==> src/rtl/sine_fold_pkg.sv <==
package sine_fold_pkg;

  // pi/2 scaled by 2^30
  localparam longint HALFPI_Q30 = 64'sd1686629713;
  localparam longint ONE_Q30    = 64'sd1 <<< 30;

  // angle in radians (Q30) for an index counted in half steps of a quarter
  // that has 2^qw steps
  function automatic longint half_to_rad(input longint h, input int qw);
    return (h * HALFPI_Q30) >>> (qw + 1);
  endfunction

  // Taylor series, adequate on [0, pi/2]
  function automatic longint sin_q30(input longint x);
    longint x2, term, acc;
    x2   = (x * x) >>> 30;
    term = x;
    acc  = x;
    for (int k = 1; k <= 7; k++) begin
      term = -((term * x2) >>> 30) / longint'((2 * k) * (2 * k + 1));
      acc  = acc + term;
    end
    return acc;
  endfunction

  function automatic longint cos_q30(input longint x);
    longint x2, term, acc;
    x2   = (x * x) >>> 30;
    term = ONE_Q30;
    acc  = ONE_Q30;
    for (int k = 1; k <= 7; k++) begin
      term = -((term * x2) >>> 30) / longint'((2 * k - 1) * (2 * k));
      acc  = acc + term;
    end
    return acc;
  endfunction

  function automatic int scale_amp(input longint s, input int amp);
    return int'((s * longint'(amp) + (64'sd1 <<< 29)) >>> 30);
  endfunction

  // coarse table: sin of the coarse angle alone
  function automatic int coarse_entry(input int i, input int qw, input int bw,
                                      input int amp);
    longint h;
    h = longint'(2 * i) * (64'sd1 <<< bw);
    return scale_amp(sin_q30(half_to_rad(h, qw)), amp);
  endfunction

  // fine table: cos(centre of coarse group) * sin(fine angle incl. half step)
  function automatic int fine_entry(input int i, input int qw, input int aw,
                                    input int ahw, input int bw, input int amp);
    longint ha, hb, grp, stp, prod;
    int g, b;
    g    = i >> bw;
    b    = i & ((1 << bw) - 1);
    grp  = 64'sd1 <<< (aw - ahw);
    stp  = 64'sd1 <<< bw;
    ha   = 2 * longint'(g) * grp * stp + (grp - 1) * stp;
    hb   = 2 * longint'(b) + 1;
    prod = (cos_q30(half_to_rad(ha, qw)) * sin_q30(half_to_rad(hb, qw))) >>> 30;
    return scale_amp(prod, amp);
  endfunction

endpackage

==> src/rtl/sine_rom.sv <==
module sine_rom #(
  parameter int KIND   = 0,   // 0: coarse sine table, 1: fine correction table
  parameter int QW     = 10,
  parameter int A_W    = 7,
  parameter int AH_W   = 5,
  parameter int B_W    = 3,
  parameter int AMP    = 2045,
  parameter int DATA_W = 11,
  localparam int ADDR_W = (KIND == 0) ? A_W : (AH_W + B_W),
  localparam int DEPTH  = 1 << ADDR_W
) (
  input  logic [ADDR_W-1:0] addr,
  output logic [DATA_W-1:0] data
);
  import sine_fold_pkg::*;

  logic [DATA_W-1:0] tbl [DEPTH];

  generate
    if (KIND == 0) begin : g_coarse
      for (genvar i = 0; i < DEPTH; i++) begin : g_e
        assign tbl[i] = DATA_W'(coarse_entry(i, QW, B_W, AMP));
      end
    end else begin : g_fine
      for (genvar i = 0; i < DEPTH; i++) begin : g_e
        assign tbl[i] = DATA_W'(fine_entry(i, QW, A_W, AH_W, B_W, AMP));
      end
    end
  endgenerate

  assign data = tbl[addr];
endmodule

==> src/rtl/sine_fold_stage.sv <==
module sine_fold_stage #(
  parameter int PHASE_W = 12,
  parameter int A_W     = 7,
  localparam int QW     = PHASE_W - 2,
  localparam int B_W    = QW - A_W
) (
  input  logic               clk,
  input  logic               rst_n,
  input  logic               en,
  input  logic               v_in,
  input  logic [PHASE_W-1:0] phase,
  output logic               v_q,
  output logic               neg_q,
  output logic [A_W-1:0]     a_q,
  output logic [B_W-1:0]     b_q
);
  logic [QW-1:0] idx;

  // mirrored quadrant reads the quarter backwards
  assign idx = phase[PHASE_W-2] ? ~phase[QW-1:0] : phase[QW-1:0];

  always_ff @(posedge clk or negedge rst_n) begin
    if (!rst_n) begin
      v_q   <= 1'b0;
      neg_q <= 1'b0;
      a_q   <= '0;
      b_q   <= '0;
    end else if (en) begin
      v_q   <= v_in;
      neg_q <= phase[PHASE_W-1];
      a_q   <= idx[QW-1 -: A_W];
      b_q   <= idx[B_W-1:0];
    end
  end
endmodule

==> src/rtl/sine_lookup_stage.sv <==
module sine_lookup_stage #(
  parameter int QW     = 10,
  parameter int A_W    = 7,
  parameter int AH_W   = 5,
  parameter int AMP    = 2045,
  parameter int MAIN_W = 11,
  parameter int CORR_W = 5,
  localparam int B_W   = QW - A_W
) (
  input  logic              clk,
  input  logic              rst_n,
  input  logic              en,
  input  logic              v_in,
  input  logic              neg_in,
  input  logic [A_W-1:0]    a_in,
  input  logic [B_W-1:0]    b_in,
  output logic              v_q,
  output logic              neg_q,
  output logic [MAIN_W-1:0] main_q,
  output logic [CORR_W-1:0] corr_q
);
  logic [MAIN_W-1:0] main_d;
  logic [CORR_W-1:0] corr_d;

  sine_rom #(.KIND(0), .QW(QW), .A_W(A_W), .AH_W(AH_W), .B_W(B_W),
             .AMP(AMP), .DATA_W(MAIN_W)) u_coarse (
    .addr(a_in),
    .data(main_d)
  );

  sine_rom #(.KIND(1), .QW(QW), .A_W(A_W), .AH_W(AH_W), .B_W(B_W),
             .AMP(AMP), .DATA_W(CORR_W)) u_fine (
    .addr({a_in[A_W-1 -: AH_W], b_in}),
    .data(corr_d)
  );

  always_ff @(posedge clk or negedge rst_n) begin
    if (!rst_n) begin
      v_q    <= 1'b0;
      neg_q  <= 1'b0;
      main_q <= '0;
      corr_q <= '0;
    end else if (en) begin
      v_q    <= v_in;
      neg_q  <= neg_in;
      main_q <= main_d;
      corr_q <= corr_d;
    end
  end
endmodule

==> src/rtl/sine_sum_stage.sv <==
module sine_sum_stage #(
  parameter int OUT_W  = 12,
  parameter int CORR_W = 5,
  localparam int MAIN_W = OUT_W - 1
) (
  input  logic                    clk,
  input  logic                    rst_n,
  input  logic                    en,
  input  logic                    v_in,
  input  logic                    neg_in,
  input  logic [MAIN_W-1:0]       main_in,
  input  logic [CORR_W-1:0]       corr_in,
  output logic                    v_q,
  output logic signed [OUT_W-1:0] sample_q
);
  logic signed [OUT_W-1:0] mag;

  assign mag = signed'({1'b0, main_in}) +
               signed'({{(OUT_W-CORR_W){1'b0}}, corr_in});

  always_ff @(posedge clk or negedge rst_n) begin
    if (!rst_n) begin
      v_q      <= 1'b0;
      sample_q <= '0;
    end else if (en) begin
      v_q      <= v_in;
      sample_q <= neg_in ? -mag : mag;
    end
  end
endmodule

==> src/rtl/sine_fold_lut.sv <==
module sine_fold_lut #(
  parameter int PHASE_W = 12,
  parameter int OUT_W   = 12,
  parameter int A_W     = 7,
  parameter int AH_W    = 5,
  parameter int CORR_W  = 5
) (
  input  logic                    clk,
  input  logic                    rst_n,
  input  logic                    in_valid,
  output logic                    in_ready,
  input  logic [PHASE_W-1:0]      in_phase,
  output logic                    out_valid,
  input  logic                    out_ready,
  output logic signed [OUT_W-1:0] out_sample
);
  localparam int QW     = PHASE_W - 2;
  localparam int B_W    = QW - A_W;
  localparam int MAIN_W = OUT_W - 1;
  localparam int AMP    = (1 << (OUT_W - 1)) - 3;

  logic              en;
  logic              v1, n1, v2, n2;
  logic [A_W-1:0]    a1;
  logic [B_W-1:0]    b1;
  logic [MAIN_W-1:0] m2;
  logic [CORR_W-1:0] c2;

  // whole pipeline moves when the output slot is free or being emptied
  assign en       = !out_valid || out_ready;
  assign in_ready = en;

  sine_fold_stage #(.PHASE_W(PHASE_W), .A_W(A_W)) u_fold (
    .clk(clk), .rst_n(rst_n), .en(en), .v_in(in_valid), .phase(in_phase),
    .v_q(v1), .neg_q(n1), .a_q(a1), .b_q(b1)
  );

  sine_lookup_stage #(.QW(QW), .A_W(A_W), .AH_W(AH_W), .AMP(AMP),
                      .MAIN_W(MAIN_W), .CORR_W(CORR_W)) u_look (
    .clk(clk), .rst_n(rst_n), .en(en), .v_in(v1), .neg_in(n1),
    .a_in(a1), .b_in(b1),
    .v_q(v2), .neg_q(n2), .main_q(m2), .corr_q(c2)
  );

  sine_sum_stage #(.OUT_W(OUT_W), .CORR_W(CORR_W)) u_sum (
    .clk(clk), .rst_n(rst_n), .en(en), .v_in(v2), .neg_in(n2),
    .main_in(m2), .corr_in(c2),
    .v_q(out_valid), .sample_q(out_sample)
  );
endmodule

==> config.mk <==
export PLATFORM = sky130hd
export DESIGN_NAME = sine_fold_lut
export DESIGN_NICKNAME = d
export VERILOG_FILES = /design/src/rtl/sine_fold_pkg.sv /design/src/rtl/sine_rom.sv /design/src/rtl/sine_fold_stage.sv /design/src/rtl/sine_lookup_stage.sv /design/src/rtl/sine_sum_stage.sv /design/src/rtl/sine_fold_lut.sv
export SDC_FILE = /design/constraint.sdc
export NUM_CORES = 1
export LEC_CHECK = 0
export ABC_AREA = 0
export CORE_ASPECT_RATIO = 0.9
export CORE_MARGIN = 5
export CORE_UTILIZATION = 60
export CTS_BUF_LIST = sky130_fd_sc_hd__clkbuf_2 sky130_fd_sc_hd__clkbuf_4 sky130_fd_sc_hd__clkbuf_8
export DETAILED_ROUTE_END_ITERATION = 8
export PLACE_DENSITY = 0.8
export SLEW_MARGIN = 20
export SYNTH_ARGS = -nofsm -noshare
export SYNTH_HDL_FRONTEND = slang
export SYNTH_SLANG_ARGS = --single-unit
==> constraint.sdc <==
create_clock -name clk -period 4.3 [get_ports clk]
set_input_delay 1.29 -clock clk [delete_from_list [all_inputs] [get_ports clk]]
set_output_delay 1.29 -clock clk [all_outputs]
set_load 0.02 [all_outputs]
Yosys cells after proc, flatten, opt, wreduce, memory -nomap -nowiden:

Memories as Yosys holds them, arrays and structs flattened. A register that Yosys moved wholly into a read port is not among the register bits.
Cells that the tools add are included.
W data, S select, Z words.

* bitwise gates (word level): 3
* muxes and demuxes: 2
* reduce and logical (&&, ||, !) cells: 4
* $add $sub $neg: 2

Operators with widths (count)
* $add A11 B5 Y12: 1
* $mux W12: 1
* $neg A12 Y12: 1
* $mux W10: 1
* $not A10 Y10: 1
* $not A8 Y9: 1
* $not A7 Y8: 1
* $logic_not A1 Y1: 3
* $logic_or A1 B1 Y1: 1

* output and inout port bits: 14
* register bits after elaboration: 27
* memory bits (read-only): 2688
* memories: 2

Memories
* (name not given): words 128, bits a word 11, rd ports 1, clocked after Yosys merged registers in 1, wr ports 0, line sine_rom.sv:31 `assign data = tbl[addr];`
* (name not given): words 256, bits a word 5, rd ports 1, clocked after Yosys merged registers in 1, wr ports 0, line sine_rom.sv:31

Logic depth before layout (Yosys ltp):

Gate-level depths: netlist (run 1).

* depth in word-level cells: 3
* mapped depth: 12
* depth with buffers taken out: 10

By module:

From an unflattened synthesis (run 1), not the netlist that was laid out.

* cell total of the unflattened synthesis: 704
* area total of the unflattened synthesis: 5703.0 um2

By module, submodules not included
* sine_rom at u_look.u_coarse: instances 1, area each 1889.3 um2, cells an instance 282, sequential area each 0.0 um2
* sine_rom at u_look.u_fine: instances 1, area each 1351.3 um2, cells an instance 206, sequential area each 0.0 um2
* sine_sum_stage: instances 1, area each 1214.9 um2, cells an instance 130, sequential area each 325.3 um2
* sine_lookup_stage: instances 1, area each 721.9 um2, cells an instance 38, sequential area each 450.4 um2
* sine_fold_stage: instances 1, area each 519.2 um2, cells an instance 47, sequential area each 300.3 um2
* sine_fold_lut: instances 1, area each 6.3 um2, cells an instance 1, sequential area each 0.0 um2

Least setup slack after synthesis (run 1):

OpenSTA, ideal clock, no wires.

* path kind: input to output
* start point: input port out_ready
* end point: output port in_ready
* path slack: 0.894 ns
* buffers on the path: 2
* cell stages on the path: 4
* arrival time: 2.116 ns
* path through: nor2b_1 inv_1 clkbuf_1 buf_1

* word-level cells in the longest chain between the ends: 1

Ends and longest elaborated chain
* start, declared: line sine_fold_lut.sv:14 `input logic out_ready,`
* $logic_or A1 B1 Y1: line sine_fold_lut.sv:30 `assign en = !out_valid || out_ready;`
* end, declared: line sine_fold_lut.sv:11 `output logic in_ready,`

Every way passes these cells.

Final worst setup path (run 1):

Same ends and word-level chain as after synthesis.

==> impl_metrics.json, run 1 <==
{
  "gp_congestion": 0.9635,
  "cp.arrival_ps": 2490,
  "diodes": 0,
  "synth_top_family_by_area": "compound AO/OA/AOI/OAI gates",
  "placed_area_um2": 5383,
  "synth_mux_area_share_pct": 2.965,
  "timing.fmax_mhz": 264.3,
  "antenna_left": 0,
  "grt_first_pass_wirelength_um": 25710,
  "irDropWorstVdd_v": 0.0004731,
  "power.density_nw_per_um2": 753.2,
  "outcome": "completed",
  "synth_edf_count": 0,
  "die-area_um2": 10540,
  "antenna_found_initial": 0,
  "grt_pass1_vias": 5085,
  "die_h_um": 97.88,
  "avgViaCountPerCell": 6.845,
  "skew_ps": 3.874,
  "switchingPower_mw": 2.192,
  "yosysUniqueCellTypes": 67,
  "cp-start-kind": "input pin",
  "min_period_over_period_pct": 87.99,
  "synth_common_cells": "nand2_1, o21ai_0, a21oi_1",
  "h-tree-depth": 2,
  "grt.total_usage_pct": 29.29,
  "cts_resized": 0,
  "setup_tns_ps": 0,
  "cts_setup_buffers": 0,
  "yosys-top-cells-area": "dfrtp_1, o21ai_0, nand2_1, a21oi_1, ha_1",
  "cts.sinks": 43,
  "synth.most_common_cell": "nand2_1",
  "cp-end-kind": "primary output",
  "slowest_delay_ps": 550,
  "path_class": "in2out",
  "synth_compound_area_share_pct": 34.05,
  "drt_iter0_drc": 581,
  "finalCriticalPeriod_ps": 3784,
  "syn-num-nets": 776,
  "fin_nets": 755,
  "worst_slew_pin_slew_ps": 1015,
  "areaGrowthSynthToFinish_pct": 6.877,
  "finalMaxSlewViolations": 0,
  "yosysWarnings": 0,
  "synth_ff_type": "dfrtp_1",
  "synth_xor_area_share_pct": 4.933,
  "holdBufCountCts": 0,
  "path_clk_slew_ps": 80,
  "finalHoldViolations": 0,
  "timing.critical_path.mode_cell": "clkdlybuf4s50_1",
  "rows": 32,
  "portBuffers": 29,
  "cts_buffer_depth": 2,
  "setup_viol_count_final": 0,
  "cts_tree": "done",
  "synth_area_um2": 5149,
  "async_flop_share_pct": 100.0,
  "power_frac_clock_pct": 8.0,
  "synthAdderAreaFrac_pct": 6.902,
  "dp_hpwl_um": 10510,
  "ys_seq_area_share_pct": 20.90,
  "clock-root-buffer": "clkbuf_8",
  "multi_input_area_um2": 3700,
  "core_area_um2": 8488,
  "first_pass_iters": 7,
  "crit_chain": "clkdlybuf4s50_1 > nor2b_2 > clkinv_1 > clkdlybuf4s50_1",
  "grt_max_degree": 58,
  "synth.largest_area_cell": "dfrtp_1",
  "p_leak_nw": 2.159,
  "intPower_mw": 1.953,
  "grt.overflow.total": 0,
  "initial_core_util_pct": 60.66,
  "max_slew_margin_pct": 32.34,
  "drc": 0,
  "stdcell_area_um2": 5503,
  "worst_path_max_delay_cell": "clkdlybuf4s50_1",
  "combinationalPowerShare_pct": 70.5,
  "hp-class": "reg2reg",
  "crit_required_ps": 3010,
  "syn_area_per_cell_um2": 7.024,
  "num_io_pins": 30,
  "synth_top_area_share_pct": 20.90,
  "die_w_um": 107.6,
  "yosys.area_share.simple_pct": 22.96,
  "critPathMaxFanout": 2,
  "routed_wl_um": 15500,
  "vias": 5695,
  "fill_cells": 809,
  "regArea_um2": 1080,
  "max_cap_viol_count": 0,
  "wl_per_cell_um": 18.63,
  "seq_power_share_pct": 21.5,
  "synth_seq_cells": 43,
  "cts-buffers-inserted": 5,
  "grt_setup_unrepaired": "false",
  "clk_latency_ps": 300,
  "drive_gt1_share_pct": 5.750,
  "p_sw_share_pct": 52.88,
  "netlist_instances": 733
}
==> stage by stage <==
stage	worst slack (ps)	total power, mW	hold WS, ps	instances	util (%)
floorplan	893.7	3.015	430.0	733	-
CTS	516.1	4.079	478.0	832	64.80
global route	469.0	4.487	503.3	832	64.83
detailed placement	514.5	3.730	456.3	824	63.41
global placement	507.8	3.634	441.0	824	63.41
finish	516.2	4.145	471.5	832	64.83
==> worst paths after layout <==
kind                                from                end  slack (ps)  depth (start not counted)
max                            out_ready           in_ready         520                          4
min                           u_look.v_q          u_sum.v_q         470                          1
max reg2reg                u_fold.a_q[1]   u_look.main_q[1]        1170                          8
min reg2reg                   u_look.v_q          u_sum.v_q         470                          1
max in group asynchronous          rst_n      u_fold.a_q[3]        2920                          1
min in group asynchronous          rst_n  u_sum.sample_q[8]         960                          1
==> routing by layer <==
| layer | GRT usage [%] | share of wire (%) |
|---|---|---|
| met1 | 43.08 | 41 |
| met2 | 43.36 | 44 |
| met3 | 5.486 | 11 |
| met4 | 9.223 | 3.3 |
| met5 | 0 | 0 |
==> state kept, by name (all words and copies together), names as in the netlist <==
name / flops
u_look.v_q: 1
u_look.corr_q: 5
u_look.neg_q: 1
u_sum.v_q: 1
u_look.main_q: 11
u_fold.neg_q: 1
u_sum.sample_q: 12
u_fold.v_q: 1
u_fold.b_q: 3
u_fold.a_q: 7
==> cells in the final DEF (no fill, tap or decap), types with 17 or more instances in the layout <==
master           netlist  layout
nand3_1               20      20
o21ai_0               87      87
xor2_1                17      17
nor3_1                19      19
a21oi_1               65      65
clkdlybuf4s50_1        0      28
ha_1                  26      26
a31oi_1               17      17
nand2_1               95      95
inv_1                 20      19
nor2b_1               18      17
nor2_1                58      58
dfrtp_1               43      40
a211oi_1              22      22
==> worst max-delay path, delay by kind of cell <==
family | cells | cell delay (ps)
simple gates | 1 | 130
buf+inv | 3 | 1070
==> power groups by stage <==
stage	registers, mW	logic [mW]	clock network (mW)
after global placement	0.874	2.76	0
final	0.889	2.92	0.333
after detailed placement	0.885	2.84	0
after global routing	0.921	3.21	0.360
after floorplan	0.774	2.24	0
after CTS	0.877	2.86	0.337
==> cells by family after synthesis <==
group,count (synthesis)
xor gates and xnor gates,29
buffers and inverters,90
AOI/OAI and AO/OA,279
adders and majority gates,28
DFF,43
muxes,10
and+or+nand+nor,254
==> cell type report <==
class                           instances  area share, %
Inverter                               21          1.432
Clock inverter                          2         0.6367
Clock buffer                            6          1.501
Timing Repair Buffer                   41          6.867
Multi-Input combinational cell        600          67.24
Tap cell                              119          2.706
Sequential cell                        43          19.62
Note: power is estimated with default switching activity, not from simulation.
==> run 2: changes to the inputs <==
Settings changed: PLACE_DENSITY 0.8 to 0.78.
==> impl_metrics.json, run 2 (same netlist as run 1, synthesis figures left out) <==
{
  "grt.overflow.total": 0,
  "antenna_found_initial": 0,
  "final_cells": 831,
  "timing.fmax_mhz": 261.7,
  "setup_tns_ps": 0,
  "path_clk_slew_ps": 90,
  "regMostFlops": "u_sum.sample_q",
  "critPathMaxFanout": 2,
  "dp.cells": 822,
  "skew_ps": 6.111,
  "finalCriticalPeriod_ps": 3821,
  "rows": 32,
  "holdBufCountCts": 0,
  "first_pass_iters": 6,
  "largest_register_ffs": 12,
  "final_cell_mix": "nand2_1, o21ai_0, a21oi_1, nor2_1, dfrtp_1",
  "cts_resized": 0,
  "vias": 5684,
  "cts.sinks": 43,
  "grt_max_degree": 64,
  "finalHoldViolations": 0,
  "dr_wl_met2_um": 6904,
  "hp-class": "reg2reg",
  "diodes": 0,
  "outcome": "completed",
  "num_io_pins": 30,
  "final_common_cell": "nand2_1",
  "max_cap_viol_count": 0,
  "h-tree-depth": 2,
  "antenna_left": 0,
  "wl_met1_um": 6501,
  "path_class": "in2out",
  "clock-root-buffer": "clkbuf_8",
  "route.met3.wl_um": 1672,
  "irDropWorstVdd_v": 0.0004950,
  "p_leak_nw": 2.150,
  "cts_buffer_depth": 2,
  "drt_iter0_drc": 545,
  "avgViaCountPerCell": 6.840,
  "wl_per_cell_um": 18.82,
  "initial_core_util_pct": 60.66,
  "die_h_um": 97.88,
  "grt.total_usage_pct": 29.31,
  "drc": 0,
  "top_regs": "u_sum.sample_q (12), u_look.main_q (11), u_fold.a_q (7)",
  "routed_wl_um": 15640,
  "cts_tree": "done",
  "cts_setup_buffers": 0,
  "clk_latency_ps": 300,
  "die_w_um": 107.6,
  "areaGrowthSynthToFinish_pct": 6.659,
  "power_mw": 4.127,
  "cp-end-kind": "primary output",
  "worst_slew_pin_slew_ps": 1113,
  "cp-start-kind": "input pin",
  "max_slew_margin_pct": 25.83,
  "drive_gt1_share_pct": 5.618,
  "crit_required_ps": 3010,
  "finalMaxSlewViolations": 0,
  "grt_setup_unrepaired": "false",
  "core_area_um2": 8488,
  "top_layer_used": "met4",
  "gp_congestion": 0.9807,
  "grt_pass1_vias": 5188,
  "setup_viol_count_final": 0,
  "power.density_nw_per_um2": 751.5,
  "dp_hpwl_um": 10480,
  "portBuffers": 29,
  "min_period_over_period_pct": 88.87,
  "fin_nets": 754,
  "cp.arrival_ps": 2530,
  "grt_first_pass_wirelength_um": 25740,
  "cts-buffers-inserted": 5,
  "die-area_um2": 10540
}
run 2: cell count changes in the layout (fill, tap and decap cells not counted), sizes merged:
| cell | change |
|---|---|
| clkinv | -2 |
| buf | -1 |
| bufinv | -1 |
| clkbuf | +1 |
| clkinvlp | +1 |
| inv | +1 |
run 2: path summary, 6_finish.rpt:
kind,startpoint,to,slack [ps],depth (start not counted)
setup / recovery,out_ready,in_ready,480,4
hold / removal,u_look.v_q,u_look.v_q,470,2
setup reg to reg,u_fold.a_q[1],u_look.main_q[0],1160,8
hold reg to reg,u_look.v_q,u_look.v_q,470,2
max in group asynchronous,rst_n,u_fold.a_q[3],2960,2
min in group asynchronous,rst_n,u_sum.sample_q[8],860,1
run 2: area by class of cell:
class | count | area [µm²]
Multi-Input combinational cell | 600 | 3700
Fill cell | 804 | 2997
Sequential cell | 43 | 1080
Timing Repair Buffer | 40 | 380.4
Tap cell | 119 | 148.9
Clock buffer | 7 | 96.34
Inverter | 21 | 78.83
Clock inverter | 1 | 7.507
run 2: worst max-delay path, stage by stage:
cell and delay (ps):
clkdlybuf4s50_1 480, nor2b_2 60, inv_1 90, clkdlybuf4s50_1 610
run 2: power by group:
| part | internal, mW | leakage [nW] | switching [mW] |
|---|---|---|---|
| clock network | 0.146 | 0.0505 | 0.146 |
| logic | 1.18 | 1.60 | 1.77 |
| registers | 0.586 | 0.503 | 0.306 |
| total | 1.91 | 2.15 | 2.22 |
run 2: metrics by stage:
step | util [%] | hold WS [ps] | cell area (µm²) | worst slack (ps)
final | 64.70 | 466.6 | 5492 | 478.7
after global routing | 64.70 | 514.6 | 5492 | 479.3
after CTS | 64.46 | 467.5 | 5472 | 489.3
after detailed placement | 63.24 | 447.2 | 5368 | 492.8
after global placement | 63.24 | 441.0 | 5368 | 499.0
after floorplan | - | 430.0 | 5149 | 893.7
run 2: layer usage:
metal  up-vias  track usage (%)
met5         -                0
met2       354            43.79
li1       2620                -
met4         0            10.87
met1      2650            41.80
met3        60            5.948
==> run 3: changes to the inputs <==
Settings changed: PLACE_DENSITY 0.78 to 0.79.
==> impl_metrics.json, run 3 (same netlist as run 1, synthesis figures left out) <==
{
  "outcome": "completed",
  "grt_max_degree": 86,
  "core_area_um2": 8488,
  "cp-end-kind": "primary output",
  "drt_iter0_drc": 549,
  "fin_nets": 754,
  "final_cell_mix": "nand2_1, o21ai_0, a21oi_1, nor2_1, dfrtp_1",
  "holdBufCountCts": 0,
  "power.density_nw_per_um2": 754.1,
  "holdWs_ps": 476.7,
  "vias": 5643,
  "die_w_um": 107.6,
  "min_period_over_period_pct": 88.35,
  "intPower_mw": 1.940,
  "finalHoldViolations": 0,
  "drive_gt1_share_pct": 5.758,
  "avgViaCountPerCell": 6.791,
  "p_leak_nw": 2.148,
  "grt_first_pass_wirelength_um": 25490,
  "wl_per_cell_um": 18.39,
  "finalCriticalPeriod_ps": 3799,
  "clock-root-buffer": "clkbuf_8",
  "diodes": 0,
  "cts_resized": 0,
  "setup_viol_count_final": 0,
  "first_pass_iters": 5,
  "max_slew_margin_pct": 37.05,
  "routed_wl_um": 15280,
  "grt_setup_unrepaired": "false",
  "skew_ps": 11.10,
  "irDropWorstVdd_v": 0.0004262,
  "top_regs": "u_sum.sample_q (12), u_look.main_q (11), u_fold.a_q (7)",
  "dp_hpwl_um": 10280,
  "grt.overflow.total": 0,
  "timing.critical_path.mode_cell": "clkdlybuf4s50_1",
  "seq_power_share_pct": 20.7,
  "portBuffers": 29,
  "crit_buf_inv": 3,
  "combinationalPowerShare_pct": 71.3,
  "cts-buffers-inserted": 5,
  "crit_required_ps": 3010,
  "cts_tree": "done",
  "cp-start-kind": "input pin",
  "die_h_um": 97.88,
  "slowest_delay_ps": 610,
  "drc": 0,
  "regMostFlops": "u_sum.sample_q",
  "areaGrowthSynthToFinish_pct": 6.659,
  "path_delay_family": "buffers and inverters",
  "antenna_left": 0,
  "worst_slew_pin_slew_ps": 944.3,
  "final_core_utilization_pct": 64.70,
  "grt_pass1_vias": 5064,
  "p_sw_share_pct": 53.16,
  "max_cap_viol_count": 0,
  "finalMaxSlewViolations": 0,
  "cts.sinks": 43,
  "worst_path_max_delay_cell": "clkdlybuf4s50_1",
  "initial_core_util_pct": 60.66,
  "critPathMaxFanout": 2,
  "path_clk_slew_ps": 90,
  "rows": 32,
  "clk_latency_ps": 300,
  "hp-class": "reg2reg",
  "crit_chain": "clkdlybuf4s50_1 > nor2b_2 > inv_1 > clkdlybuf4s50_1",
  "num_io_pins": 30,
  "cp.arrival_ps": 2510,
  "power_frac_clock_pct": 8.0,
  "die-area_um2": 10540,
  "path_class": "in2out",
  "largest_register_ffs": 12,
  "timing.fmax_mhz": 263.2,
  "antenna_found_initial": 0,
  "switchingPower_mw": 2.201,
  "setup_tns_ps": 0,
  "cts_setup_buffers": 0,
  "gp_congestion": 0.9954,
  "grt.total_usage_pct": 28.96,
  "h-tree-depth": 2,
  "final_common_cell": "nand2_1",
  "cts_buffer_depth": 2
}
## run 3: tightest hold or removal path, cell delays in order (launching register included)
cell	delay [ps]
dfrtp_1	360
nand2_1	50
nand2_1	50
## run 3: final cells by class
cell class,instances,area (µm²)
clock buffers,5,68.82
multi-input cells,600,3700
fillers,792,2997
clock inverters,3,46.29
inverters,21,78.83
well taps,119,148.9
flip-flops and latches,43,1081
repair buffers,40,367.9
## run 3: per-layer routing
| metal | vias to the layer above | routed length (µm) | global-route usage (%) |
|---|---|---|---|
| li1 | 2627 | - | - |
| met1 | 2614 | 6539 | 42.83 |
| met2 | 350 | 6808 | 43.12 |
| met3 | 52 | 1512 | 4.428 |
| met4 | 0 | 418 | 9.515 |
| met5 | - | 0 | 0 |
## run 3: final timing paths
check | cells past startpoint | endpoint | from | slack, ps
min | 2 | u_fold.v_q | u_fold.v_q | 480
min in group asynchronous | 1 | u_sum.sample_q[10] | rst_n | 1120
max reg2reg | 8 | u_look.main_q[0] | u_fold.a_q[0] | 1270
max | 4 | in_ready | out_ready | 500
max in group asynchronous | 1 | u_fold.b_q[2] | rst_n | 2530
min reg2reg | 2 | u_fold.v_q | u_fold.v_q | 480
## run 3: through the flow
stage	total power [mW]	cells	setup slack, ps	cell area [µm²]
after global placement	3.653	823	499.9	5375
final	4.141	831	501.2	5492
after detailed placement	3.727	823	489.3	5375
after CTS	4.082	831	491.7	5490
after floorplan	3.015	733	893.7	5149
after global routing	4.500	831	461.3	5492
## run 3: power by group through the flow
stage	clock (mW)	sequential, mW	combinational [mW]
6_report	0.332	0.858	2.95
5_1_grt	0.359	0.893	3.25
4_1_cts	0.335	0.851	2.90
3_5_place_dp	0	0.861	2.87
3_3_place_gp	0	0.851	2.80
2_1_floorplan	0	0.774	2.24
